$ cat src/rtl/sc_bank_pkg.sv
package sc_bank_pkg;

  // Which of the two aliases an address selects (address bit 2).
  typedef enum logic {
    ALIAS_CLR = 1'b0,
    ALIAS_SET = 1'b1
  } alias_e;

  // Byte offset of the set alias relative to the clear alias.
  localparam int unsigned SET_OFFSET = 4;
  // Byte stride between register pairs.
  localparam int unsigned PAIR_STRIDE = 8;
  // Low address bits that select the pair (log2 of the stride).
  localparam int unsigned PAIR_SHIFT = 3;

  // Decoded access class.
  typedef struct packed {
    logic   hit;
    logic   miss;
    logic   is_wr;
    alias_e which;
  } access_t;

  function automatic int unsigned idx_width(input int unsigned n);
    return (n > 1) ? $clog2(n) : 1;
  endfunction

endpackage

$ cat src/rtl/sc_bank_decode.sv
module sc_bank_decode
  import sc_bank_pkg::*;
#(
  parameter int unsigned NUM_REGS = 8,
  parameter int unsigned ADDR_W   = 8,
  parameter int unsigned IDX_W    = 3
) (
  input  logic                clk,
  input  logic                rst,
  input  logic                req,
  input  logic                we,
  input  logic [ADDR_W-1:0]   addr,
  output logic [NUM_REGS-1:0] clr_sel,
  output logic [NUM_REGS-1:0] set_sel,
  output logic [IDX_W-1:0]    rd_idx,
  output logic                rd_hit,
  output logic                rd_req,
  output logic                miss
);

  localparam int unsigned PAGE_W = ADDR_W - PAIR_SHIFT;

  logic [PAGE_W-1:0] page;
  logic              aligned;
  logic              in_range;
  access_t           acc;

  always_comb begin
    page      = addr[ADDR_W-1:PAIR_SHIFT];
    aligned   = (addr[1:0] == 2'b00);
    in_range  = ({{(32-PAGE_W){1'b0}}, page} < NUM_REGS);
    acc.hit   = req && aligned && in_range;
    acc.miss  = req && !(aligned && in_range);
    acc.is_wr = we;
    acc.which = alias_e'(addr[2]);
  end

  for (genvar g = 0; g < NUM_REGS; g++) begin : g_sel
    logic page_match;
    assign page_match = (page == PAGE_W'(g));
    assign clr_sel[g] = acc.hit && acc.is_wr && page_match && (acc.which == ALIAS_CLR);
    assign set_sel[g] = acc.hit && acc.is_wr && page_match && (acc.which == ALIAS_SET);
  end

  assign rd_idx = page[IDX_W-1:0];
  assign rd_hit = acc.hit && !acc.is_wr;
  assign rd_req = req && !we;
  assign miss   = acc.miss;


  sel_onehot_chk: assert property (@(posedge clk) disable iff (rst)
    $onehot0({clr_sel, set_sel}));


  miss_no_sel_chk: assert property (@(posedge clk) disable iff (rst)
    miss |-> ({clr_sel, set_sel} == '0) && !rd_hit);

endmodule

$ cat src/rtl/sc_bank_cell.sv
module sc_bank_cell #(
  parameter int unsigned DATA_W = 32
) (
  input  logic              clk,
  input  logic              rst,
  input  logic              clr_en,
  input  logic              set_en,
  input  logic [DATA_W-1:0] wdata,
  input  logic [DATA_W-1:0] hw_set,
  output logic [DATA_W-1:0] q
);

  logic [DATA_W-1:0] clr_mask;
  logic [DATA_W-1:0] set_mask;
  logic [DATA_W-1:0] q_nxt;

  // Hardware set is ORed last so it overrides a same-cycle host clear.
  always_comb begin
    clr_mask = clr_en ? wdata : '0;
    set_mask = set_en ? wdata : '0;
    q_nxt    = (q & ~clr_mask) | set_mask | hw_set;
  end

  always_ff @(posedge clk) begin
    if (rst) q <= '0;
    else     q <= q_nxt;
  end


  clr_bits_chk: assert property (@(posedge clk) disable iff (rst)
    (clr_en && !set_en) |=> ((q & $past(wdata & ~hw_set)) == '0));


  set_bits_chk: assert property (@(posedge clk) disable iff (rst)
    set_en |=> ((q & $past(wdata)) == $past(wdata)));


  hw_wins_chk: assert property (@(posedge clk) disable iff (rst)
    (hw_set != '0) |=> ((q & $past(hw_set)) == $past(hw_set)));


  hold_chk: assert property (@(posedge clk) disable iff (rst)
    (!clr_en && !set_en && (hw_set == '0)) |=> $stable(q));

endmodule

$ cat src/rtl/sc_bank_rdpath.sv
module sc_bank_rdpath #(
  parameter int unsigned NUM_REGS = 8,
  parameter int unsigned DATA_W   = 32,
  parameter int unsigned IDX_W    = 3
) (
  input  logic                       clk,
  input  logic                       rst,
  input  logic                       rd_req,
  input  logic                       rd_hit,
  input  logic                       miss,
  input  logic [IDX_W-1:0]           rd_idx,
  input  logic [NUM_REGS*DATA_W-1:0] regs_flat,
  output logic                       rsp_valid,
  output logic [DATA_W-1:0]          rsp_rdata,
  output logic                       err
);

  logic [DATA_W-1:0] regs [NUM_REGS];
  logic [DATA_W-1:0] sel_val;

  for (genvar g = 0; g < NUM_REGS; g++) begin : g_unpack
    assign regs[g] = regs_flat[g*DATA_W +: DATA_W];
  end

  // AND-OR select; an index past the bank picks nothing.
  always_comb begin
    sel_val = '0;
    for (int i = 0; i < NUM_REGS; i++) begin
      if (rd_hit && (rd_idx == IDX_W'(i))) sel_val = sel_val | regs[i];
    end
  end

  always_ff @(posedge clk) begin
    if (rst) begin
      rsp_valid <= 1'b0;
      rsp_rdata <= '0;
      err       <= 1'b0;
    end else begin
      rsp_valid <= rd_req;
      rsp_rdata <= sel_val;
      err       <= miss;
    end
  end


  rsp_follows_req_chk: assert property (@(posedge clk) disable iff (rst)
    rd_req |=> rsp_valid);


  err_zero_data_chk: assert property (@(posedge clk) disable iff (rst)
    (err && rsp_valid) |-> (rsp_rdata == '0));


  err_one_cycle_chk: assert property (@(posedge clk) disable iff (rst)
    !miss |=> !err);

endmodule

$ cat src/rtl/sc_alias_bank.sv
module sc_alias_bank
  import sc_bank_pkg::*;
#(
  parameter int unsigned NUM_REGS = 8,
  parameter int unsigned DATA_W   = 32,
  parameter int unsigned ADDR_W   = 8
) (
  input  logic                       clk,
  input  logic                       rst,
  input  logic                       bus_req,
  input  logic                       bus_we,
  input  logic [ADDR_W-1:0]          bus_addr,
  input  logic [DATA_W-1:0]          bus_wdata,
  output logic                       rsp_valid,
  output logic [DATA_W-1:0]          rsp_rdata,
  output logic                       bus_err,
  input  logic [NUM_REGS*DATA_W-1:0] hw_set,
  output logic [NUM_REGS*DATA_W-1:0] reg_q
);

  localparam int unsigned IDX_W = idx_width(NUM_REGS);

  logic [NUM_REGS-1:0] clr_sel;
  logic [NUM_REGS-1:0] set_sel;
  logic [IDX_W-1:0]    rd_idx;
  logic                rd_hit;
  logic                rd_req;
  logic                miss;

  sc_bank_decode #(
    .NUM_REGS(NUM_REGS),
    .ADDR_W  (ADDR_W),
    .IDX_W   (IDX_W)
  ) u_decode (
    .clk    (clk),
    .rst    (rst),
    .req    (bus_req),
    .we     (bus_we),
    .addr   (bus_addr),
    .clr_sel(clr_sel),
    .set_sel(set_sel),
    .rd_idx (rd_idx),
    .rd_hit (rd_hit),
    .rd_req (rd_req),
    .miss   (miss)
  );

  for (genvar g = 0; g < NUM_REGS; g++) begin : g_cell
    sc_bank_cell #(.DATA_W(DATA_W)) u_cell (
      .clk   (clk),
      .rst   (rst),
      .clr_en(clr_sel[g]),
      .set_en(set_sel[g]),
      .wdata (bus_wdata),
      .hw_set(hw_set[g*DATA_W +: DATA_W]),
      .q     (reg_q[g*DATA_W +: DATA_W])
    );
  end

  sc_bank_rdpath #(
    .NUM_REGS(NUM_REGS),
    .DATA_W  (DATA_W),
    .IDX_W   (IDX_W)
  ) u_rdpath (
    .clk      (clk),
    .rst      (rst),
    .rd_req   (rd_req),
    .rd_hit   (rd_hit),
    .miss     (miss),
    .rd_idx   (rd_idx),
    .regs_flat(reg_q),
    .rsp_valid(rsp_valid),
    .rsp_rdata(rsp_rdata),
    .err      (bus_err)
  );


  miss_write_ignored_chk: assert property (@(posedge clk) disable iff (rst)
    (bus_req && bus_we && miss && (hw_set == '0)) |=> $stable(reg_q));


  idle_after_reset_chk: assert property (@(posedge clk)
    $past(rst) |-> (!rsp_valid && !bus_err));

endmodule

$ cat config.mk
export PLATFORM = sky130hd
export DESIGN_NAME = sc_alias_bank
export DESIGN_NICKNAME = d
export VERILOG_FILES = /design/src/rtl/sc_bank_pkg.sv /design/src/rtl/sc_bank_decode.sv /design/src/rtl/sc_bank_cell.sv /design/src/rtl/sc_bank_rdpath.sv /design/src/rtl/sc_alias_bank.sv
export SDC_FILE = /design/constraint.sdc
export NUM_CORES = 1
export LEC_CHECK = 0
export BUFFER_PORTS_ARGS = -buffer_cell sky130_fd_sc_hd__buf_2
export CORE_AREA = 2 2 233 235
export CTS_CLUSTER_DIAMETER = 40
export DETAILED_ROUTE_END_ITERATION = 10
export DIE_AREA = 0 0 235 237
export GPL_TIMING_DRIVEN = 0
export PLACE_DENSITY = 0.5
export SLEW_MARGIN = 20
export SYNTH_ARGS = -nofsm -noshare
export SYNTH_HDL_FRONTEND = slang
export SYNTH_SLANG_ARGS = --single-unit
$ cat constraint.sdc
create_clock -name clk -period 1.75 [get_ports clk]
set_input_delay 0.35 -clock clk [delete_from_list [all_inputs] [get_ports clk]]
set_output_delay 0.35 -clock clk [all_outputs]
set_load 0.1 [all_outputs]
==> results of run 1 <==
## worst register-to-register path, cell delays in order, from the launching register on
cell and delay, ns:
dfxtp_1 0.35, mux2_2 0.27, a221oi_1 0.29, a31oi_1 0.08, o21a_1 0.21
## metal layers
layer,GRT usage,up-vias,wire (µm),share of wire
li1,-,7575,-,-
met1,0.4223,8850,39250,0.41
met2,0.5390,1247,44300,0.46
met3,0.06004,233,8261,0.086
met4,0.1458,0,4346,0.045
met5,0,-,0,0
## layout by cell type (no fill, tap or decap), drive strengths merged, types with 39 or more instances in the layout
| master | count |
|---|---|
| a21oi | 294 |
| nand2 | 211 |
| a221o | 96 |
| nand4 | 64 |
| clkbuf | 146 |
| mux2i | 42 |
| inv | 39 |
| o221ai | 96 |
| nor2 | 113 |
| buf | 648 |
| o21ai | 70 |
| dfxtp | 290 |
## power groups by stage
stage	sequential (mW)	clock (mW)	combinational, mW
6_report	8.08	11.0	8.34
5_1_grt	8.12	11.3	8.56
4_1_cts	8.04	11.0	8.28
3_5_place_dp	8.13	0	7.85
3_3_place_gp	8.12	0	7.81
2_1_floorplan	12.2	0	1.57
## final timing paths
check | end | slack (ns) | cells after the start
max | g_cell[0].u_cell.q[17]$_SDFF_PP0_ | -0.008 | 6
min | g_cell[6].u_cell.q[16]$_SDFF_PP0_ | 0.03 | 3
min reg2reg | g_cell[4].u_cell.q[14]$_SDFF_PP0_ | 0.52 | 1
max reg2reg | u_rdpath.rsp_rdata[26]$_SDFF_PP0_ | 0.44 | 4
## sequential cells by signal, summed over array words and instances, names as in the netlist
name                flops
u_rdpath.rsp_valid      1
g_cell.u_cell.q       256
u_rdpath.err            1
u_rdpath.rsp_rdata     32
## cell type report
class	instances	area, µm²
plain buffers	141	780.7
flip-flops and latches	290	5819
inverters	32	120.1
clock inverters	34	414.1
diodes	2	5.005
clock buffers	65	1463
fillers	5552	32520
well taps	696	870.8
repair buffers	613	3925
multi-input cells	1177	7362
## cells in the mapped netlist (4+ instances only)
cell type	number	share of area
a21oi_1	291	0.10
dfxtp_1	290	0.42
nand2_1	211	0.057
nor2_1	112	0.030
a221o_1	96	0.069
o221ai_1	96	0.060
clkbuf_1	72	0.019
nand4_1	64	0.029
o21ai_0	58	0.021
buf_2	50	0.018
mux2i_1	42	0.030
and2_1	36	0.016
inv_1	32	0.0086
a22o_1	24	0.015
a22oi_1	23	0.012
mux2_2	22	0.018
mux4_2	12	0.019
o21ai_1	12	0.0043
buf_4	10	0.0054
a221oi_1	9	0.0057
o21a_1	8	0.0043
o22ai_1	7	0.0031
or2_2	7	0.0031
buf_6	6	0.0048
nor2b_1	6	0.0027
and3_1	5	0.0022
nand2b_1	5	0.0022
a21o_1	4	0.0022
a31oi_1	4	0.0018
buf_1	4	0.0011
## per-stage QoR
step | instance area [µm²] | hold WS, ns
floorplan | 13950 | 0.4413
global placement | 17770 | 0.4956
detailed placement | 17770 | 0.5017
CTS | 20690 | 0.002339
global route | 20760 | 0.01825
finish | 20760 | 0.02575
## repair_timing
action	4_1_cts	5_1_grt
pin swaps	0	1
endpoints found under the hold margin	24	0
hold buffers	24	0
setup endpoints to repair	451	145
setup buffers	0	1
gates resized for setup	326	28
## kinds of logic (layout without fill, tap and decap cells)
logic type,after synthesis,after routing,synth area share
AOI/OAI and AO/OA,641,641,0.3089
buffers and inverters,174,885,0.05725
DFF,290,290,0.4164
muxes,76,76,0.06730
other,0,2,0
and+or+nand+nor,460,460,0.1502
==> flow_metrics.py, run 1 <==
metrics = {
    "die": {
        "die_h_um": 237,
        "design.die.area_um2": 55700,
        "start_util": 0.2617,
        "floorplan.core_area_um2": 53280,
        "floorplan.io_pins": 590,
        "fp-row-count": 85,
        "chipWidth_um": 235,
    },
    "setup_path": {
        "cp_data_arrival_time_ns": 2.19,
        "timing.critical_path.max_delay_family": "buffers and inverters",
        "startpoint_type": "input port",
        "critical_path.max_fanout": 10,
        "slowest_stage": "clkdlybuf4s15_1",
        "worst_path_most_repeated_cell": "buf_2",
        "max_stage_delay_ns": 0.77,
        "worst_setup_path_startpoint": "rst",
        "cp_data_required_time_ns": 2.18,
        "critical_path.endpoint_type": "flip-flop",
        "crit_path_cell_trace": "buf_2, buf_4, buf_6, buf_2, clkdlybuf4s15_1, o221ai_1",
        "critical_path_class": "in -> reg",
        "rr_startpoint": "g_cell[2].u_cell.q[26]$_SDFF_PP0_",
        "crit_buf_inv": 5,
    },
    "pwr": {
        "power.net_switching_mw": 11.19,
        "combPwrFrac": 0.305,
        "post-layout-total-power_mw": 27.39,
        "vdd_ir_drop_max_v": 0.0006586,
        "power.leakage_nw": 9.111,
        "power.clock.fraction": 0.400,
        "power_density_nw_per_um2": 1319,
        "power.share.switching": 0.4084,
        "pwr-share-seq": 0.295,
        "internal_power_mw": 16.20,
    },
    "synth": {
        "syn-num-nets": 1941,
        "avgSynthCellArea_um2": 8.497,
        "synth_sequential_area_ratio": 0.4164,
        "asyncSetResetFlopFracSynth": 0,
        "synth-edff-count": 0,
        "synth.yosys.warnings": 0,
        "synthesis.instances": 1641,
        "synth.lib_cells_used.distinct": 44,
        "synth-main-ff-cell": "dfxtp_1",
        "number_of_synthesized_register_bits": 290,
        "syn_area_um2": 13940,
    },
    "place": {
        "pre_cts_ws_ns": -1.250,
        "place_hpwl_um": 69360,
        "weighted_congestion_at_the_end_of_routability_driven_global_placement": 0.9110,
        "dpl.cell_count": 2925,
        "port_buffers": 588,
    },
    "global_routing": {
        "largest_net_degree_at_the_start_of_global_routing": 15,
        "grt_antenna_before_repair": 2,
        "grt_pass1_wl_um": 131400,
        "global_route.overflow_total": 0,
        "first_global_vias": 17370,
        "global_route.usage.total": 0.3292,
    },
    "clock_network": {
        "cts_sinks": 290,
        "clkLatencyLatePin_ns": 0.59,
        "clkSlewWorstSetupHoldPaths_ns": 0.05,
        "cts-buffers-inserted": 54,
        "max-clock-path-buffers": 3,
        "htree_levels": 2,
        "cts-root-buf": "clkbuf_16",
        "tritoncts_clock_tree": "yes",
    },
    "sta": {
        "report.final.setup_viol": 1,
        "final.min_clock_period_ns": 1.758,
        "report.final.slew_viol_count": 0,
        "max_slew.worst_pin.slew_ns": 0.9936,
        "grt_setup_unrepaired": "true",
        "worst_slew_margin_rel": 0.3376,
        "hold_viol": 0,
        "timing.fmax_ghz": 0.5688,
        "setup_tns_ns": -0.007968,
        "setup_ws_ns": -0.007968,
        "skew_ns": 0.01237,
        "finalCritPeriodShare": 1.005,
    },
    "cells_and_area": {
        "finish.net_count": 2609,
        "syn_to_final_growth_pct": 48.89,
        "final_core_area_utilization": 0.3896,
        "final_layout_size_suffix_gt1_frac": 0.3610,
        "finish.cell_count_without_fillers": 3050,
    },
    "drt": {
        "via_density_per_instance": 5.870,
        "postRouteAntennaNets": 0,
        "vias": 17910,
        "dr.pass1.iters": 6,
        "drt_drc_violations_left": 0,
        "route.final.wire_length_um": 96150,
        "first_iter_violations": 2192,
        "routedWlPerCell_um": 31.53,
    },
    "flow_run": {
        "max_capacitance_violation_total": 0,
    },
    "worst_hold_path": {
        "hp-class": "in -> reg",
        "holdCritStartpoint": "hw_set[208]",
    },
    "outcome": {
        "outcome": "finished with violations",
        "violations": "negative setup slack",
    },
}
No activity file was read; power rests on OpenSTA's default activity.
==> inputs of run 2 (changes only) <==
CELL_PAD_IN_SITES_DETAIL_PLACEMENT = 1   (was unset)
CELL_PAD_IN_SITES_GLOBAL_PLACEMENT = 1   (was unset)
CORE_AREA = 2 2 228 230   (was 2 2 233 235)
DIE_AREA = 0 0 230 232   (was 0 0 235 237)
PLACE_DENSITY = unset   (was 0.5)
PLACE_DENSITY_LB_ADDON = 0.1   (was unset)
clock period = 1.6 ns   (was 1.75 ns; I/O delays follow)
==> run 2 against run 1 <==
Compared with the run above: the run still ends with negative setup slack left; total power is 20% higher; final area grew 15%; combinational power increased by 24%; final cell count is 1.8% higher; clock power grew 22%; hold slack got worse by 0.013 ns; sequential share of layout area fell by 2.9 points; register-to-register slack got worse by 0.24 ns.
==> flow_metrics.py, run 2 (synthesis results as in run 1) <==
metrics = {
    "drt": {
        "routedWlPerCell_um": 32.29,
        "vias": 18050,
        "drt_drc_violations_left": 0,
        "route.final.wire_length_um": 100200,
        "via_density_per_instance": 5.815,
        "first_iter_violations": 1396,
        "postRouteAntennaNets": 0,
        "dr.pass1.iters": 5,
    },
    "sta": {
        "max_slew.worst_pin.slew_ns": 0.9778,
        "final.min_clock_period_ns": 1.630,
        "setup_tns_ns": -0.07131,
        "finalCritPeriodShare": 1.019,
        "report.final.setup_viol": 7,
        "skew_ns": 0.01178,
        "grt_setup_unrepaired": "true",
        "worst_slew_margin_rel": 0.3482,
        "report.final.slew_viol_count": 0,
        "hold_viol": 0,
        "timing.fmax_ghz": 0.6135,
        "setup_ws_ns": -0.02989,
    },
    "die": {
        "floorplan.io_pins": 590,
        "start_util": 0.2740,
        "chipWidth_um": 230,
        "fp-row-count": 83,
        "design.die.area_um2": 53360,
        "floorplan.core_area_um2": 50890,
        "die_h_um": 232,
    },
    "setup_path": {
        "slowest_stage": "clkbuf_2",
        "critical_path_class": "in -> reg",
        "max_stage_delay_ns": 0.55,
        "critical_path.max_fanout": 10,
        "rr_startpoint": "g_cell[0].u_cell.q[29]$_SDFF_PP0_",
        "worst_path_most_repeated_cell": "clkbuf_2",
        "critical_path.endpoint_type": "flip-flop",
        "startpoint_type": "input port",
        "cp_data_required_time_ns": 2.04,
        "worst_r2r_path_depth": 4,
        "crit_path_cell_trace": "buf_2, buf_4, buf_6, clkbuf_2, clkbuf_2, o221ai_1",
        "worst_setup_path_startpoint": "rst",
        "cp_data_arrival_time_ns": 2.07,
        "reg2reg_to": "u_rdpath.rsp_rdata[29]$_SDFF_PP0_",
        "reg2reg_setup_slack_ns": 0.20,
    },
    "outcome": {
        "outcome": "finished with violations",
        "violations": "negative setup slack",
    },
    "cells_and_area": {
        "mostFrequentLayoutCell": "buf_2",
        "top_register": "g_cell.u_cell.q",
        "finish.net_count": 2665,
        "reg_top3": "g_cell.u_cell.q: 256 flops, u_rdpath.rsp_rdata: 32 flops",
        "largest_register_ffs": 256,
        "fill_cells": 5841,
        "final_core_area_utilization": 0.4693,
        "syn_to_final_growth_pct": 71.28,
        "layout_common_cells": "buf_2, a21oi_1, nand2_1, dfxtp_2, dfxtp_1",
        "final_layout_size_suffix_gt1_frac": 0.4285,
    },
    "worst_hold_path": {
        "hp-class": "in -> reg",
        "holdCritStartpoint": "hw_set[121]",
        "hold_path_end": "g_cell[3].u_cell.q[25]$_SDFF_PP0_",
        "timing.hold.worst_path_depth": 3,
    },
    "place": {
        "port_buffers": 588,
        "weighted_congestion_at_the_end_of_routability_driven_global_placement": 0.8898,
        "place_hpwl_um": 70310,
    },
    "pwr": {
        "power.leakage_nw": 10.19,
        "pwr-share-seq": 0.279,
        "power_density_nw_per_um2": 1372,
        "vdd_ir_drop_max_v": 0.0007742,
        "internal_power_mw": 20.12,
        "power.clock.fraction": 0.408,
        "combPwrFrac": 0.313,
        "power.share.switching": 0.3860,
        "power.net_switching_mw": 12.65,
    },
    "global_routing": {
        "global_route.overflow_total": 0,
        "largest_net_degree_at_the_start_of_global_routing": 15,
        "grt_pass1_wl_um": 138000,
        "grt_antenna_before_repair": 12,
        "first_global_vias": 18880,
        "global_route.usage.total": 0.3609,
    },
    "clock_network": {
        "cts-root-buf": "clkbuf_16",
        "cts-buffers-inserted": 56,
        "htree_levels": 2,
        "max-clock-path-buffers": 3,
        "tritoncts_clock_tree": "yes",
        "clkLatencyLatePin_ns": 0.60,
        "cts_sinks": 290,
        "clkSlewWorstSetupHoldPaths_ns": 0.06,
    },
    "flow_run": {
        "max_capacitance_violation_total": 0,
    },
}
run 2: final cells by class:
| cell class | count | area (µm²) | area share |
|---|---|---|---|
| repair buffers | 668 | 6432 | 0.2693 |
| clock buffers | 70 | 1575 | 0.06596 |
| clock inverters | 36 | 534.3 | 0.02237 |
| inverters | 32 | 120.1 | 0.005030 |
| flip-flops and latches | 290 | 6011 | 0.2517 |
| plain buffers | 140 | 923.4 | 0.03867 |
| diodes | 11 | 27.53 | 0.001153 |
| multi-input cells | 1177 | 7407 | 0.3102 |
| well taps | 680 | 850.8 | 0.03563 |
run 2: how the worst max path moves through the flow:
stage               slack, ns  depth (start not counted)                                 to
floorplan               0.003                          4  u_rdpath.rsp_rdata[29]$_SDFF_PP0_
global placement        -1.57                          7  u_rdpath.rsp_rdata[28]$_SDFF_PP0_
detailed placement      -1.56                          7  u_rdpath.rsp_rdata[28]$_SDFF_PP0_
CTS                    0.0001                          1                          reg_q[41]
global route            -0.04                          1                          reg_q[12]
finish                  -0.03                          6  g_cell[3].u_cell.q[12]$_SDFF_PP0_
run 2: layer usage:
layer  global-route usage  vias up  share of wire
li1                     -     7700              -
met4               0.1633        4          0.046
met1               0.4416     9060           0.40
met3              0.06803      259          0.077
met2               0.6142     1027           0.48
met5                    0        -        0.00027
run 2: metrics by stage:
step	cell area, µm²	total power, mW	instances	setup slack (ns)	hold WS, ns
floorplan	14020	15.10	1641	0.003212	0.4113
global placement	17810	17.45	2909	-1.572	0.4693
detailed placement	17830	17.53	2909	-1.564	0.4777
CTS	23350	32.41	3095	0.0001281	0.000006828
global route	23870	33.46	3101	-0.04017	0.01425
finish	23880	32.76	3104	-0.02989	0.01265
run 2: timing repair:
item	in CTS	in global routing
endpoints found under the setup margin	570	335
pin swaps	1	0
hold buffers	78	0
endpoints found under the hold margin	78	0
setup buffers	2	0
gates resized for setup	860	194
run 2: power by group through the flow:
stage / clock, mW / sequential (mW) / combinational [mW]
finish: 13.4 / 9.13 / 10.3
global route: 13.7 / 9.19 / 10.5
CTS: 13.4 / 9.04 / 9.98
detailed placement: 0 / 8.90 / 8.62
global placement: 0 / 8.89 / 8.57
floorplan: 0 / 13.4 / 1.71
run 2: worst max-delay path: cells and delay by family:
kind	cells	cell delay, ns
AO/OA/AOI/OAI	1	0.20
buffers and inverters	5	1.53
==> inputs of run 3 (changes only) <==
clock period = 1.7 ns   (was 1.6 ns; I/O delays follow)
==> run 3 against run 2 <==
Compared with the run above: the flow still finishes with violations (negative setup slack); register-to-register slack better by 0.15 ns; first-iteration DRC count is 3.2% lower; combinational power is 15% lower; total power is 11% lower; non-clock buffer count is 45 lower; via count is 2.4% lower; sequential share of layout area is 2.1 points higher; clock skew is 0.0043 ns higher; clock-buffer cell count stayed put; clock power is 9.7% lower; utilization is 4.9 points lower; critical endpoint is now reg_q[220]; largest power group unchanged; highest routed layer unchanged.
==> flow_metrics.py, run 3 (synthesis results as in run 1) <==
metrics = {
    "outcome": {
        "outcome": "finished with violations",
        "violations": "negative setup slack",
    },
    "die": {
        "fp-row-count": 83,
        "floorplan.core_area_um2": 50890,
        "chipWidth_um": 230,
        "die_h_um": 232,
        "floorplan.io_pins": 590,
        "design.die.area_um2": 53360,
        "start_util": 0.2740,
    },
    "drt": {
        "routedWlPerCell_um": 32.19,
        "drt_drc_violations_left": 0,
        "route.final.wire_length_um": 98300,
        "via_density_per_instance": 5.770,
        "first_iter_violations": 1351,
        "vias": 17620,
        "postRouteAntennaNets": 0,
        "dr.pass1.iters": 5,
    },
    "sta": {
        "worst_slew_margin_rel": 0.2625,
        "report.final.slew_viol_count": 0,
        "setup_ws_ns": -0.007566,
        "grt_setup_unrepaired": "true",
        "final.min_clock_period_ns": 1.708,
        "skew_ns": 0.01606,
        "report.final.setup_viol": 1,
        "setup_tns_ns": -0.007566,
        "max_slew.worst_pin.slew_ns": 1.106,
        "timing.fmax_ghz": 0.5856,
        "hold_viol": 0,
        "finalCritPeriodShare": 1.004,
    },
    "cells_and_area": {
        "finish.cell_count_without_fillers": 3054,
        "reg_top3": "g_cell.u_cell.q: 256 flops, u_rdpath.rsp_rdata: 32 flops",
        "finish.net_count": 2621,
        "top_register": "g_cell.u_cell.q",
        "largest_register_ffs": 256,
        "syn_to_final_growth_pct": 53.56,
        "layout.cell_area.non_filler_um2": 21410,
        "mostFrequentLayoutCell": "buf_2",
        "layout_common_cells": "buf_2, a21oi_1, dfxtp_1, nand2_1, buf_4",
        "fill_cells": 6057,
        "final_layout_size_suffix_gt1_frac": 0.3691,
    },
    "global_routing": {
        "global_route.usage.total": 0.3542,
        "grt_antenna_before_repair": 8,
        "first_global_vias": 18250,
        "largest_net_degree_at_the_start_of_global_routing": 15,
        "grt_pass1_wl_um": 134900,
        "global_route.overflow_total": 0,
    },
    "setup_path": {
        "critical_path.endpoint_type": "output port",
        "crit_path_cell_trace": "buf_4",
        "critical_path_class": "reg -> out",
        "cp_data_required_time_ns": 1.36,
        "timing.critical_path.max_delay_family": "flip-flops",
        "startpoint_type": "flip-flop",
        "crit_buf_inv": 1,
        "cp_data_arrival_time_ns": 1.37,
        "max_stage_delay_ns": 0.41,
        "critical_path.max_fanout": 3,
        "slowest_stage": "dfxtp_1",
    },
    "clock_network": {
        "clkLatencyLatePin_ns": 0.61,
        "cts_sinks": 290,
        "cts-buffers-inserted": 57,
        "cts-root-buf": "clkbuf_16",
        "clkSlewWorstSetupHoldPaths_ns": 0.06,
        "htree_levels": 2,
        "max-clock-path-buffers": 3,
        "tritoncts_clock_tree": "yes",
    },
    "flow_run": {
        "max_capacitance_violation_total": 0,
    },
    "pwr": {
        "post-layout-total-power_mw": 29.19,
        "vdd_ir_drop_max_v": 0.0007401,
        "power_density_nw_per_um2": 1363,
        "power.leakage_nw": 9.350,
    },
    "place": {
        "placed_area_um2": 17770,
        "place_hpwl_um": 70670,
        "dpl.cell_count": 2909,
        "port_buffers": 588,
        "pre_cts_ws_ns": -1.252,
        "weighted_congestion_at_the_end_of_routability_driven_global_placement": 0.8927,
    },
    "worst_hold_path": {
        "hp-class": "in -> reg",
    },
}
[run 3: where the power goes]
group | internal (mW) | switching [mW]
Sequential | 7.46 | 0.883
Combinational | 2.19 | 6.61
Clock | 7.81 | 4.24
[run 3: metal layers]
layer,vias up,GRT usage,wire (µm),share of wire
met5,-,0,24,0.00024
met4,4,0.1694,4749,0.048
met3,244,0.06766,7365,0.075
met2,963,0.5871,46310,0.47
met1,8795,0.4421,39850,0.41
li1,7617,-,-,-
[run 3: path summary, 6_finish.rpt]
| path | startpoint | to | slack, ns | cells after the start |
|---|---|---|---|---|
| worst min-delay path | hw_set[221] | g_cell[6].u_cell.q[29]$_SDFF_PP0_ | 0.02 | 3 |
| worst max-delay path | g_cell[6].u_cell.q[28]$_SDFF_PP0_ | reg_q[220] | -0.008 | 1 |
| worst max register to register | g_cell[0].u_cell.q[29]$_SDFF_PP0_ | u_rdpath.rsp_rdata[29]$_SDFF_PP0_ | 0.35 | 4 |
| worst min register to register | g_cell[0].u_cell.q[13]$_SDFF_PP0_ | g_cell[0].u_cell.q[13]$_SDFF_PP0_ | 0.50 | 2 |
[run 3: cell type report]
cell class | instances | area [µm²] | share of cell area
flip-flops and latches | 290 | 5829 | 0.2722
well taps | 680 | 850.8 | 0.03974
plain buffers | 142 | 787.0 | 0.03676
diodes | 6 | 15.01 | 0.0007012
repair buffers | 621 | 4422 | 0.2065
clock inverters | 36 | 440.4 | 0.02057
clock buffers | 70 | 1578 | 0.07369
multi-input cells | 1177 | 7370 | 0.3442
inverters | 32 | 120.1 | 0.005610
[run 3: per-stage QoR]
step	hold WS (ns)	utilization
2_1_floorplan	0.4313	-
3_3_place_gp	0.4723	0.3490
3_5_place_dp	0.4821	0.3492
4_1_cts	0.0009778	0.4162
5_1_grt	0.02162	0.4206
6_report	0.01718	0.4208
[run 3: repair_timing]
item / CTS / global route
endpoints found under the setup margin: 468 / 170
endpoints found under the hold margin: 33 / 0
hold buffers: 33 / 0
gates resized for setup: 407 / 88
buffers inserted: 0 / 0
